File: src/rtl/bitrev_acq_pkg.sv
// Package: shared types for the bit-reversed acquisition writer.
// Assumes: nothing beyond standard SystemVerilog.
package bitrev_acq_pkg;

    // Which word of a complex slot is being written.
    typedef enum logic {
        PH_REAL = 1'b0,
        PH_IMAG = 1'b1
    } acq_phase_e;

endpackage

File: src/rtl/bitrev_acq_reverse.sv
// Module: reverses the bit order of a sample index.
// Assumes: IDX_W >= 1; purely combinational wiring, no logic levels.
module bitrev_acq_reverse #(
    parameter int IDX_W = 4
) (
    input  logic [IDX_W-1:0] idx_in,
    output logic [IDX_W-1:0] idx_rev
);

    // Cross-wire bit b to bit IDX_W-1-b.
    for (genvar b = 0; b < IDX_W; b++) begin : g_rev
        assign idx_rev[b] = idx_in[IDX_W-1-b];
    end

    // reversing twice returns the original index.
    always_comb begin
        for (int b = 0; b < IDX_W; b++) begin
            p_involution_r4: assert (idx_rev[IDX_W-1-b] === idx_in[b] || $isunknown(idx_in));
        end
    end

endmodule

File: src/rtl/bitrev_acq_seq.sv
// Module: sequences one real write and one imaginary write per sample,
// counts the samples of a frame, and holds the full flag.
// Assumes: NPTS is a power of two; restart has priority over everything.
module bitrev_acq_seq
    import bitrev_acq_pkg::*;
#(
    parameter int NPTS  = 16,
    parameter int LOG2N = $clog2(NPTS)
) (
    input  logic             clk,
    input  logic             rst_n,
    input  logic             restart,
    input  logic             s_valid,
    output logic             s_ready,
    output logic             accept,
    output logic             wr_en,
    output logic             wr_imag,
    output logic [LOG2N-1:0] idx,
    output logic             full
);

    localparam int CNT_W = LOG2N + 1;
    localparam logic [CNT_W-1:0] LAST = CNT_W'(NPTS - 1);
    localparam logic [CNT_W-1:0] TOTAL = CNT_W'(NPTS);

    acq_phase_e       phase_q;
    logic [CNT_W-1:0] count_q;
    logic             full_q;

    // Ready only between pairs, before full, and outside a restart cycle.
    assign s_ready = !full_q && (phase_q == PH_REAL) && !restart;
    assign accept  = s_valid && s_ready;
    assign wr_en   = accept || ((phase_q == PH_IMAG) && !restart);
    assign wr_imag = (phase_q == PH_IMAG);
    assign idx     = count_q[LOG2N-1:0];
    assign full    = full_q;

    // Advance phase, count finished pairs, set full after the last pair.
    always_ff @(posedge clk) begin
        if (!rst_n) begin
            phase_q <= PH_REAL;
            count_q <= '0;
            full_q  <= 1'b0;
        end else if (restart) begin
            phase_q <= PH_REAL;
            count_q <= '0;
            full_q  <= 1'b0;
        end else if (phase_q == PH_REAL) begin
            if (accept) begin
                phase_q <= PH_IMAG;
            end
        end else begin
            phase_q <= PH_REAL;
            count_q <= count_q + 1'b1;
            if (count_q == LAST) begin
                full_q <= 1'b1;
            end
        end
    end

    // the count never passes the frame length.
    p_count_bound_r6: assert property (@(posedge clk) disable iff (!rst_n)
        count_q <= TOTAL);
    // a full buffer refuses input.
    p_full_blocks_r6: assert property (@(posedge clk) disable iff (!rst_n)
        full_q |-> !s_ready);
    // no sample is taken during the imaginary write.
    p_imag_busy_r3: assert property (@(posedge clk) disable iff (!rst_n)
        (phase_q == PH_IMAG) |-> !s_ready);
    // an accept is followed by an imaginary write unless restarted.
    p_pair_follows_r3: assert property (@(posedge clk) disable iff (!rst_n)
        accept |=> (restart || (wr_en && wr_imag)));
    // restart leaves a cleared, non-full frame.
    p_restart_clears_r7: assert property (@(posedge clk) disable iff (!rst_n)
        restart |=> (!full_q && count_q == '0));

endmodule

File: src/rtl/bitrev_acq_addr.sv
// Module: forms the memory word address of a write from the region
// number, the reversed sample index and the word select bit.
// Assumes: the buffer is aligned on 2*NPTS words, so concatenation suffices.
// The region number is held from the real write into the imaginary write.
module bitrev_acq_addr #(
    parameter int LOG2N  = 4,
    parameter int ADDR_W = 10,
    parameter int REG_W  = ADDR_W - LOG2N - 1
) (
    input  logic              clk,
    input  logic              rst_n,
    input  logic              accept,
    input  logic              wr_imag,
    input  logic [REG_W-1:0]  base_slot,
    input  logic [LOG2N-1:0]  idx,
    output logic [ADDR_W-1:0] addr
);

    logic [LOG2N-1:0] slot;
    logic [REG_W-1:0] region_q;
    logic [REG_W-1:0] region;

    bitrev_acq_reverse #(.IDX_W(LOG2N)) u_rev (
        .idx_in  (idx),
        .idx_rev (slot)
    );

    // Keep the region of the accepted sample for its imaginary write.
    always_ff @(posedge clk) begin
        if (!rst_n) begin
            region_q <= '0;
        end else if (accept) begin
            region_q <= base_slot;
        end
    end

    // Take the live region on the real write, the held one afterwards.
    assign region = accept ? base_slot : region_q;
    assign addr   = {region, slot, wr_imag};

    // the imaginary write stays in the region of its real write.
    p_region_hold_r5: assert property (@(posedge clk) disable iff (!rst_n)
        accept |=> (region_q == $past(base_slot)));

endmodule

File: src/rtl/bitrev_acq_writer.sv
// Module: top of the bit-reversed real-sample acquisition writer.
// Each handshaked sample becomes a real write at the reversed slot,
// followed next cycle by a zero write to the imaginary word.
// Assumes: NPTS a power of two >= 2; ADDR_W > log2(NPTS) + 1.
module bitrev_acq_writer #(
    parameter int NPTS   = 16,
    parameter int DATA_W = 16,
    parameter int ADDR_W = 10,
    parameter int LOG2N  = $clog2(NPTS),
    parameter int REG_W  = ADDR_W - LOG2N - 1
) (
    input  logic              clk,
    input  logic              rst_n,
    input  logic              restart,
    input  logic [REG_W-1:0]  base_slot,
    input  logic              s_valid,
    input  logic [DATA_W-1:0] s_data,
    output logic              s_ready,
    output logic              mem_we,
    output logic [ADDR_W-1:0] mem_addr,
    output logic [DATA_W-1:0] mem_wdata,
    output logic              full
);

    logic             accept;
    logic             wr_imag;
    logic [LOG2N-1:0] idx;

    bitrev_acq_seq #(.NPTS(NPTS), .LOG2N(LOG2N)) u_seq (
        .clk     (clk),
        .rst_n   (rst_n),
        .restart (restart),
        .s_valid (s_valid),
        .s_ready (s_ready),
        .accept  (accept),
        .wr_en   (mem_we),
        .wr_imag (wr_imag),
        .idx     (idx),
        .full    (full)
    );

    bitrev_acq_addr #(.LOG2N(LOG2N), .ADDR_W(ADDR_W), .REG_W(REG_W)) u_addr (
        .clk       (clk),
        .rst_n     (rst_n),
        .accept    (accept),
        .wr_imag   (wr_imag),
        .base_slot (base_slot),
        .idx       (idx),
        .addr      (mem_addr)
    );

    // Imaginary words are always cleared; real words carry the sample.
    assign mem_wdata = wr_imag ? '0 : s_data;

    // an odd-address write carries zero data.
    p_imag_zero_r3: assert property (@(posedge clk) disable iff (!rst_n)
        (mem_we && mem_addr[0]) |-> (mem_wdata == '0));
    // an accepted sample is written to an even address.
    p_real_even_r2: assert property (@(posedge clk) disable iff (!rst_n)
        (s_valid && s_ready) |-> (mem_we && !mem_addr[0] && mem_wdata == s_data));
    // a restart cycle writes nothing.
    p_restart_quiet_r7: assert property (@(posedge clk) disable iff (!rst_n)
        restart |-> !mem_we);

endmodule

File: config.mk
export PLATFORM = sky130hd
export DESIGN_NAME = bitrev_acq_writer
export DESIGN_NICKNAME = d
export VERILOG_FILES = /design/src/rtl/bitrev_acq_pkg.sv /design/src/rtl/bitrev_acq_reverse.sv /design/src/rtl/bitrev_acq_seq.sv /design/src/rtl/bitrev_acq_addr.sv /design/src/rtl/bitrev_acq_writer.sv
export SDC_FILE = /design/constraint.sdc
export NUM_CORES = 1
export LEC_CHECK = 0
export BUFFER_PORTS_ARGS = -buffer_cell sky130_fd_sc_hd__buf_2
export CAP_MARGIN = 20
export CORE_UTILIZATION = 39
export CTS_CLUSTER_SIZE = 8
export DETAILED_ROUTE_END_ITERATION = 8
export PLACE_DENSITY = 0.76
export SLEW_MARGIN = 5
export SYNTH_ARGS = -nofsm -noshare
export SYNTH_HDL_FRONTEND = slang
export SYNTH_HIERARCHICAL = 1
export SYNTH_SLANG_ARGS = --single-unit
File: constraint.sdc
create_clock -name clk -period 2.3 [get_ports clk]
set_clock_uncertainty 0.1 [all_clocks]
set_input_delay 0.23 -clock clk [delete_from_list [all_inputs] [get_ports clk]]
set_output_delay 0.23 -clock clk [all_outputs]
set_load 0.1 [all_outputs]
## Word level (Yosys, flattened, before mapping)

Index checks and enable logic that the tools add are counted.

- Bits in latches: 0
- Bits of input ports: 25
- Logic and storage cells: 21
- Memories kept: 0
- Bits in read-only memories: 0
- Output and inout bits: 29
- Register bits: 12
- Bits in writable memories: 0

- Bitwise gates (word level): 2
- Multiplexer cells: 3
- Div/mod/pow operators: 0
- Shift-type cells: 0
- Multipliers: 0
- Reductions and logical operators: 10
- Add/subtract/negate cells: 1
- Eq/ne operators: 1
- Magnitude comparators: 0

Operators by type and width:

| kind | number |
|---|---|
| $mux W16 | 1 |
| $add A5 B1 Y5 const B | 1 |
| $eq A5 B4 Y1 const B | 1 |
| $mux W5 | 1 |
| $logic_and A1 B1 Y1 | 4 |
| $reduce_or A3 Y1 | 1 |
| $logic_not A1 Y1 | 2 |
| $not A1 Y1 | 2 |
| $reduce_and A2 Y1 | 1 |
| $reduce_or A2 Y1 | 1 |
| $logic_or A1 B1 Y1 | 1 |
| $mux W1 | 1 |

## Depth between registers and ports, before layout

Gate-level depths: netlist of the first run.

- Depth in word-level cells: 5
- Depth in mapped cells: 5

## By module

Netlist of the first run, hierarchy kept.

By module, submodules not included:

| module | times used | cells each | area each (um^2) | sequential area each (um^2) |
|---|---|---|---|---|
| bitrev_acq_seq | 1 | 38 | 355.3 | 140.1 |
| bitrev_acq_addr | 1 | 16 | 198.9 | 100.1 |
| bitrev_acq_writer | 1 | 17 | 143.9 | 0.0 |
| bitrev_acq_reverse | 1 | 4 | 30.0 | 0.0 |

## Least setup slack after synthesis of the first run

Ideal clock, no wire load.

- Path type: reg2reg
- From: register u_seq.full_q, in the netlist u_seq/full
- To: register u_addr.region_q[0]
- Required time: 2.085 ns
- Setup time: 0.115 ns
- Data arrival time: 3.246 ns
- Slack: -1.161 ns
- Cell stages (with the launch flop): 5
- Path buffers: 0
- Path through: dfxtp_1 nor3_2 and2_1 mux2_2 and2_1

- Longest elaborated chain between the ends: 5

RTL lines:

| what | RTL line | text |
|---|---|---|
| start: declaration | bitrev_acq_seq.sv:28 | `logic full_q;` |
| start signal: assignment | bitrev_acq_seq.sv:43 | `full_q <= 1'b0;` |
| start signal: assignment | bitrev_acq_seq.sv:47 | `full_q <= 1'b0;` |
| start signal: assignment | bitrev_acq_seq.sv:56 | `full_q <= 1'b1;` |
| $logic_not A1 Y1 | bitrev_acq_seq.sv:31 | `assign s_ready = !full_q && (phase_q == PH_REAL) && !restart;` |
| $logic_and A1 B1 Y1 (2 in a row) | bitrev_acq_seq.sv:31 |  |
| named net s_ready | bitrev_acq_writer.sv:18 | `output logic s_ready,` |
| $logic_and A1 B1 Y1 | bitrev_acq_seq.sv:32 | `assign accept = s_valid && s_ready;` |
| named net accept | bitrev_acq_writer.sv:25 | `logic accept;` |
| $mux W5 | -- |  |
| named net mem_addr[5] | bitrev_acq_writer.sv:20 | `output logic [ADDR_W-1:0] mem_addr,` |
| end signal: assignment | bitrev_acq_addr.sv:33 | `region_q <= base_slot;` |
| end: declaration | bitrev_acq_addr.sv:20 | `logic [REG_W-1:0] region_q;` |

The timed path passes the listed nets, and every way through them passes these cells.
A chain may end at the register's enable or synchronous reset.

## Worst setup path in the final report of the first run

- From: register u_seq.phase_q, in the netlist u_seq/wr_imag
- To: output mem_addr[5]

- Longest elaborated chain between the ends: 5

RTL lines:

| what | RTL line | text |
|---|---|---|
| start: declaration | bitrev_acq_seq.sv:26 | `acq_phase_e phase_q;` |
| start signal: assignment | bitrev_acq_seq.sv:41 | `phase_q <= PH_REAL;` |
| start signal: assignment | bitrev_acq_seq.sv:45 | `phase_q <= PH_REAL;` |
| start signal: assignment | bitrev_acq_seq.sv:50 | `phase_q <= PH_IMAG;` |
| $not A1 Y1 | bitrev_acq_seq.sv:31 |  |
| $logic_and A1 B1 Y1 (2 in a row) | bitrev_acq_seq.sv:31 |  |
| $logic_and A1 B1 Y1 | bitrev_acq_seq.sv:32 |  |
| named net accept | bitrev_acq_writer.sv:25 |  |
| $mux W5 | -- |  |
| end: declaration | bitrev_acq_writer.sv:20 |  |

The timed path passes the listed nets, and every way through them passes these cells.

==> flow_summary.toml, run 1 <==
[routing]
antenna_left = 0
wl_per_cell_um = 10.3
drt-initial-drc-count = 2
drc_errors = 0
num_vias = 659
drt_pass1_iterations = 4
via_per_inst = 4.48
routed_wl_um = 1510

[clock_tree]
htreeDepth = 1
clock_sinks = 12
clk_latency_ns = 0.27
cts_tree = "done"
cts_setup_buffers = 0
cts_root_buf = "clkbuf_4"
cts_resized = 0
clock_path_buffers = 2
clkTransAtPathRegs_ns = 0.07
holdBufCountCts = 0
cts_buffers = 3

[floorplan]
die_x_um = 45.2
die_y_um = 45.2
start_util_pct = 41.7
row_count = 15
core-area_sq_um = 1750
num_io_pins = 54
die_area_sq_um = 2040

[critical_path]
reg2reg_to = "u_addr/region_q[1]"
endpoint_kind = "output port"
reg2reg_slack_ns = 0.88
critical_path_class = "reg -> out"
reg2reg_depth = 4
reg2reg_from = "u_seq/wr_imag"
crit_arrival_ns = 1.64
cp.required_ns = 1.97
cp-start-kind = "flop"
critPathMaxFanout = 5

[yosys]
ys_warn_count = 6
synth.avg_cell_area_sq_um = 9.71
synth_area_leaders = "dfxtp_1 33%, buf_4 9.3%, nor2b_2 8.4%"
synth_edf_count = 0
async_flop_share_pct = 0
syn_inst = 75
ys_types = 24
synthDominantCellAreaShare_pct = 33.0
synth.net_count = 102
syn-cell-area_sq_um = 728
synth-seq-area-share_pct = 33.0
ys.flop_type = "dfxtp_1"
yosys_register_bits = 12
synth_top_area_cell = "dfxtp_1"

[min_path]
whs_path_depth = 2
holdPathEnd = "u_seq/wr_imag"
hold_start = "s_valid"
hp-class = "in -> reg"

[place]
pre_cts_ws_ns = 0.576
gp_congestion = 0.671
place.detailed.instances = 143
dp_hpwl_um = 1280
io_buffers = 53

[global_route]
track_usage_pct = 15.4
grt_pass1_vias = 523
grt_max_degree = 27
grt_overflow_total = 0
grt_pass1_wl_um = 2190
antenna_found_initial = 0

[cells_and_area]
syn_to_final_growth_pct = 39.7
final_nets = 150
final_common_cell = "buf_2"
stdcell_count = 147
n_antenna_cell = 0
drive_gt1_share_pct = 67.2
final_cell_mix = "53 x buf_2, 10 x dfxtp_1, 7 x nor2b_2, 6 x and2b_2"

[timing]
report.final.slew_viol_count = 0
finalCritPeriodShare_pct = 85.8
fmax_mhz = 507
finalSetupViolCount = 0
whs_ns = 0.128
setup_slack_ns = 0.326
fin_crit_ns = 1.97
hold_violations = 0
rsz0062_at_grt = "false"
tightestPinTransition_ns = 0.491
maxSlewHeadroom_pct = 67.5
tns_ns = 0

[pwr]
ir_worst_vdd_v = 0.000428
p_leak_nw = 0.536
pwr_density_cell_nw_per_um2 = 682

[run_status]
outcome = "finished clean"

[run]
drv_cap = 0
-- metal layers --
metal	GRT usage [%]	routed length (um)
met3	2.40	131
met5	0	0
met4	7.27	21
met1	17.9	640
met2	27.2	720
-- state kept, by name (all words and copies together), names as in the netlist --
signal,count
u_seq/wr_imag,1
u_seq/full,1
u_seq/count_q,5
u_addr/region_q,5
-- Yosys cell counts (2+ instances only) --
master    number
nor2b_1        3
ha_1           2
buf_4          9
dfxtp_1       12
and2b_2        6
nand2b_1       2
nor2b_2        7
mux2i_1        2
nor2_1         4
and3_1         2
inv_1          2
nand3b_1       2
a21oi_1        3
mux2_2         4
and2_1         6
-- worst max-delay path by stage --
stage / depth (start not counted) / to / from / slack [ns]
6_report: 4 / mem_addr[5] / u_seq/wr_imag / 0.33
5_1_grt: 4 / mem_addr[7] / u_seq/wr_imag / 0.27
4_1_cts: 4 / mem_addr[5] / u_seq/wr_imag / 0.31
3_5_place_dp: 5 / mem_addr[8] / restart / 0.58
3_3_place_gp: 5 / mem_addr[7] / restart / 0.62
2_1_floorplan: 5 / u_addr/region_q[0] / u_seq/wr_imag / -0.20
-- per-stage QoR --
| stage | utilization, % | power [mW] | cell area (sq um) |
|---|---|---|---|
| final | 58.3 | 0.694 | 1020 |
| after global routing | 58.3 | 0.720 | 1020 |
| after CTS | 58.3 | 0.703 | 1020 |
| after detailed placement | 56.2 | 0.539 | 981 |
| after global placement | 56.2 | 0.537 | 981 |
| after floorplan | - | 0.491 | 767 |
-- report_power, final --
group	internal (mW)	switching (mW)
clock	0.0961	0.0648
combinational	0.0651	0.252
sequential	0.212	0.00304
total	0.374	0.320
-- worst max-delay path: stages, from the launching register on --
cell     delay (ns)
dfxtp_2        0.34
nor3_4         0.20
and2_4         0.23
mux2_4         0.31
buf_2          0.29
-- cell families (layout without fill, tap and decap cells) --
logic type	count (synthesis)	count (layout)	synth area share [%]
buffers and inverters	13	60	12.5
AOI/OAI and AO/OA	5	5	4.47
muxes	7	7	11.0
xor gates and xnor gates	1	1	1.20
and+or+nand+nor	35	35	34.4
adders and majority gates	2	2	3.44
DFF	12	12	33.0
-- cell type report --
| class | count | area [sq um] |
|---|---|---|
| Timing Repair Buffer | 54 | 273 |
| Clock buffer | 4 | 36.3 |
| Tap cell | 25 | 31.3 |
| Sequential cell | 12 | 245 |
| Inverter | 2 | 7.51 |
| Multi-Input combinational cell | 50 | 424 |
| Fill cell | 161 | 728 |
Power figures use the tool's default switching activity.
==> run 2: changes to the inputs <==
PLACE_DENSITY = 0.75   (was 0.76)
SYNTH_HIERARCHICAL = not set   (was 1)
==> flow_summary.toml, run 2 <==
[critical_path]
critical_path_class = "reg -> out"
cp-startpoint = "u_seq.full"
endpoint_kind = "output port"
crit_arrival_ns = 1.74
cp.required_ns = 1.97
reg2reg_depth = 4
critPathMaxFanout = 12
worstSetupEndpoint = "mem_addr[9]"
reg2reg_from = "u_seq.count_q[1]"
cp-start-kind = "flop"
reg2reg_slack_ns = 0.86
reg2reg_to = "u_seq.count_q[4]"

[yosys]
yosys.area_share.simple_pct = 30.6
yosys_register_bits = 12
syn_inst = 83
synthMuxAreaShare_pct = 18.2
synth.net_count = 110
ys_types = 26
yosysMostFrequentCell = "nor2b_1"
synth_compound_area_share_pct = 4.63
synth_xor_area_share_pct = 1.16
synthDominantCellAreaShare_pct = 31.7
ys_top_cells_by_count = "15 x nor2b_1, 12 x dfxtp_1, 10 x nand2_1, 7 x mux2i_1, 5 x buf_4"
synth_area_leaders = "dfxtp_1 32%, nor2b_1 12%, mux2i_1 9.3%"
async_flop_share_pct = 0
synth-seq-area-share_pct = 31.7
synth_adder_area_share_pct = 3.31
synth_edf_count = 0
synth_top_area_cell = "dfxtp_1"
syn-cell-area_sq_um = 757
synth.avg_cell_area_sq_um = 9.12
ys.flop_type = "dfxtp_1"
ys_warn_count = 0
synth_top_family_by_area = "simple AND/OR/NAND/NOR gates"

[routing]
num_vias = 715
via_per_inst = 4.55
drt_pass1_iterations = 4
wl_per_cell_um = 10.9
drc_errors = 0
drt-initial-drc-count = 10
routed_wl_um = 1710
antenna_left = 0

[global_route]
grt_pass1_vias = 572
antenna_found_initial = 0
grt_pass1_wl_um = 2370
grt_max_degree = 28
track_usage_pct = 15.6
grt_overflow_total = 0

[clock_tree]
htreeDepth = 1
cts_resized = 0
holdBufCountCts = 0
cts_tree = "done"
clock_sinks = 12
clk_latency_ns = 0.28
cts_buffers = 3
cts_setup_buffers = 0
clock_path_buffers = 2
cts_root_buf = "clkbuf_4"
clkTransAtPathRegs_ns = 0.08

[pwr]
pwr_density_cell_nw_per_um2 = 651
total_power_uw = 743
p_leak_nw = 0.574
ir_worst_vdd_v = 0.000417

[timing]
rsz0062_at_grt = "false"
finalSetupViolCount = 0
whs_ns = 0.105
maxSlewHeadroom_pct = 67.2
report.final.slew_viol_count = 0
hold_violations = 0
tns_ns = 0
fmax_mhz = 483
finalCritPeriodShare_pct = 90.1
tightestPinTransition_ns = 0.495
fin_crit_ns = 2.07

[min_path]
hp-class = "in -> reg"

[floorplan]
row_count = 15
num_io_pins = 54
die_area_sq_um = 2120
die_y_um = 46.1
start_util_pct = 42.9
die_x_um = 46.1
core-area_sq_um = 1760

[cells_and_area]
final_common_cell = "buf_2"
final_cell_mix = "47 x buf_2, 12 x nor2b_1, 12 x dfxtp_1, 10 x nand2_1, 7 x mux2i_1"
drive_gt1_share_pct = 53.8
syn_to_final_growth_pct = 50.9
final_nets = 160
stdcell_count = 157
top_regs = "u_addr.region_q: 5 flops, u_seq.count_q: 5 flops"
n_antenna_cell = 0

[place]
dp_hpwl_um = 1330
place.detailed.instances = 153
io_buffers = 53
gp_congestion = 0.774

[run_status]
outcome = "finished clean"

[run]
drv_cap = 0
## run 2: metal layers
layer  GRT usage (%)  wire length [um]  vias to the layer above
met5               0                 0                        -
met4            7.06                28                        0
met3            3.53               155                        4
met2            26.5               808                       39
met1            18.6               712                      307
li1                -                 -                      365
## run 2: kinds of logic (layout without fill, tap and decap cells)
kind of cell / count (synthesis) / count (layout)
AND/OR/NAND/NOR: 39 / 39
AO/OA/AOI/OAI: 5 / 5
multiplexers: 12 / 12
adder cells (fa/ha/maj): 2 / 2
buffers and inverters: 12 / 61
flip-flops: 12 / 12
XOR/XNOR: 1 / 1
## run 2: worst min path at each step
stage / startpoint / end / slack (ns) / depth (start not counted)
floorplan: base_slot[0] / u_addr.region_q[0] / 0.27 / 2
global placement: u_addr.region_q[3] / u_addr.region_q[3] / 0.34 / 2
detailed placement: u_addr.region_q[3] / u_addr.region_q[3] / 0.35 / 2
CTS: base_slot[0] / u_addr.region_q[0] / 0.11 / 3
global route: base_slot[1] / u_addr.region_q[1] / 0.11 / 3
finish: base_slot[1] / u_addr.region_q[1] / 0.10 / 3
## run 2: where the power goes
part / switching (mW) / internal, mW / leakage [nW]
combinational: 0.265 / 0.0907 / 0.456
sequential: 0.00350 / 0.214 / 0.0975
clock: 0.0741 / 0.0964 / 0.0210
## run 2: metrics by stage
step / utilization, % / cell area, sq um / setup slack [ns]
after floorplan: - / 776 / -0.0407
after global placement: 62.7 / 1110 / 0.569
after detailed placement: 62.7 / 1110 / 0.530
after CTS: 64.8 / 1140 / 0.230
after global routing: 64.8 / 1140 / 0.184
final: 64.8 / 1140 / 0.228
## run 2: cell type report
class	instances	area (sq um)
clock buffers	4	36.3
fillers	157	622
inverters	2	7.51
multi-input cells	59	457
flip-flops and latches	12	240
well taps	25	31.3
repair buffers	55	370
## run 2: critical path: stages (launching register included)
cell	delay (ns)
dfxtp_1	0.38
nor4b_4	0.27
buf_4	0.26
mux2_2	0.38
buf_12	0.17
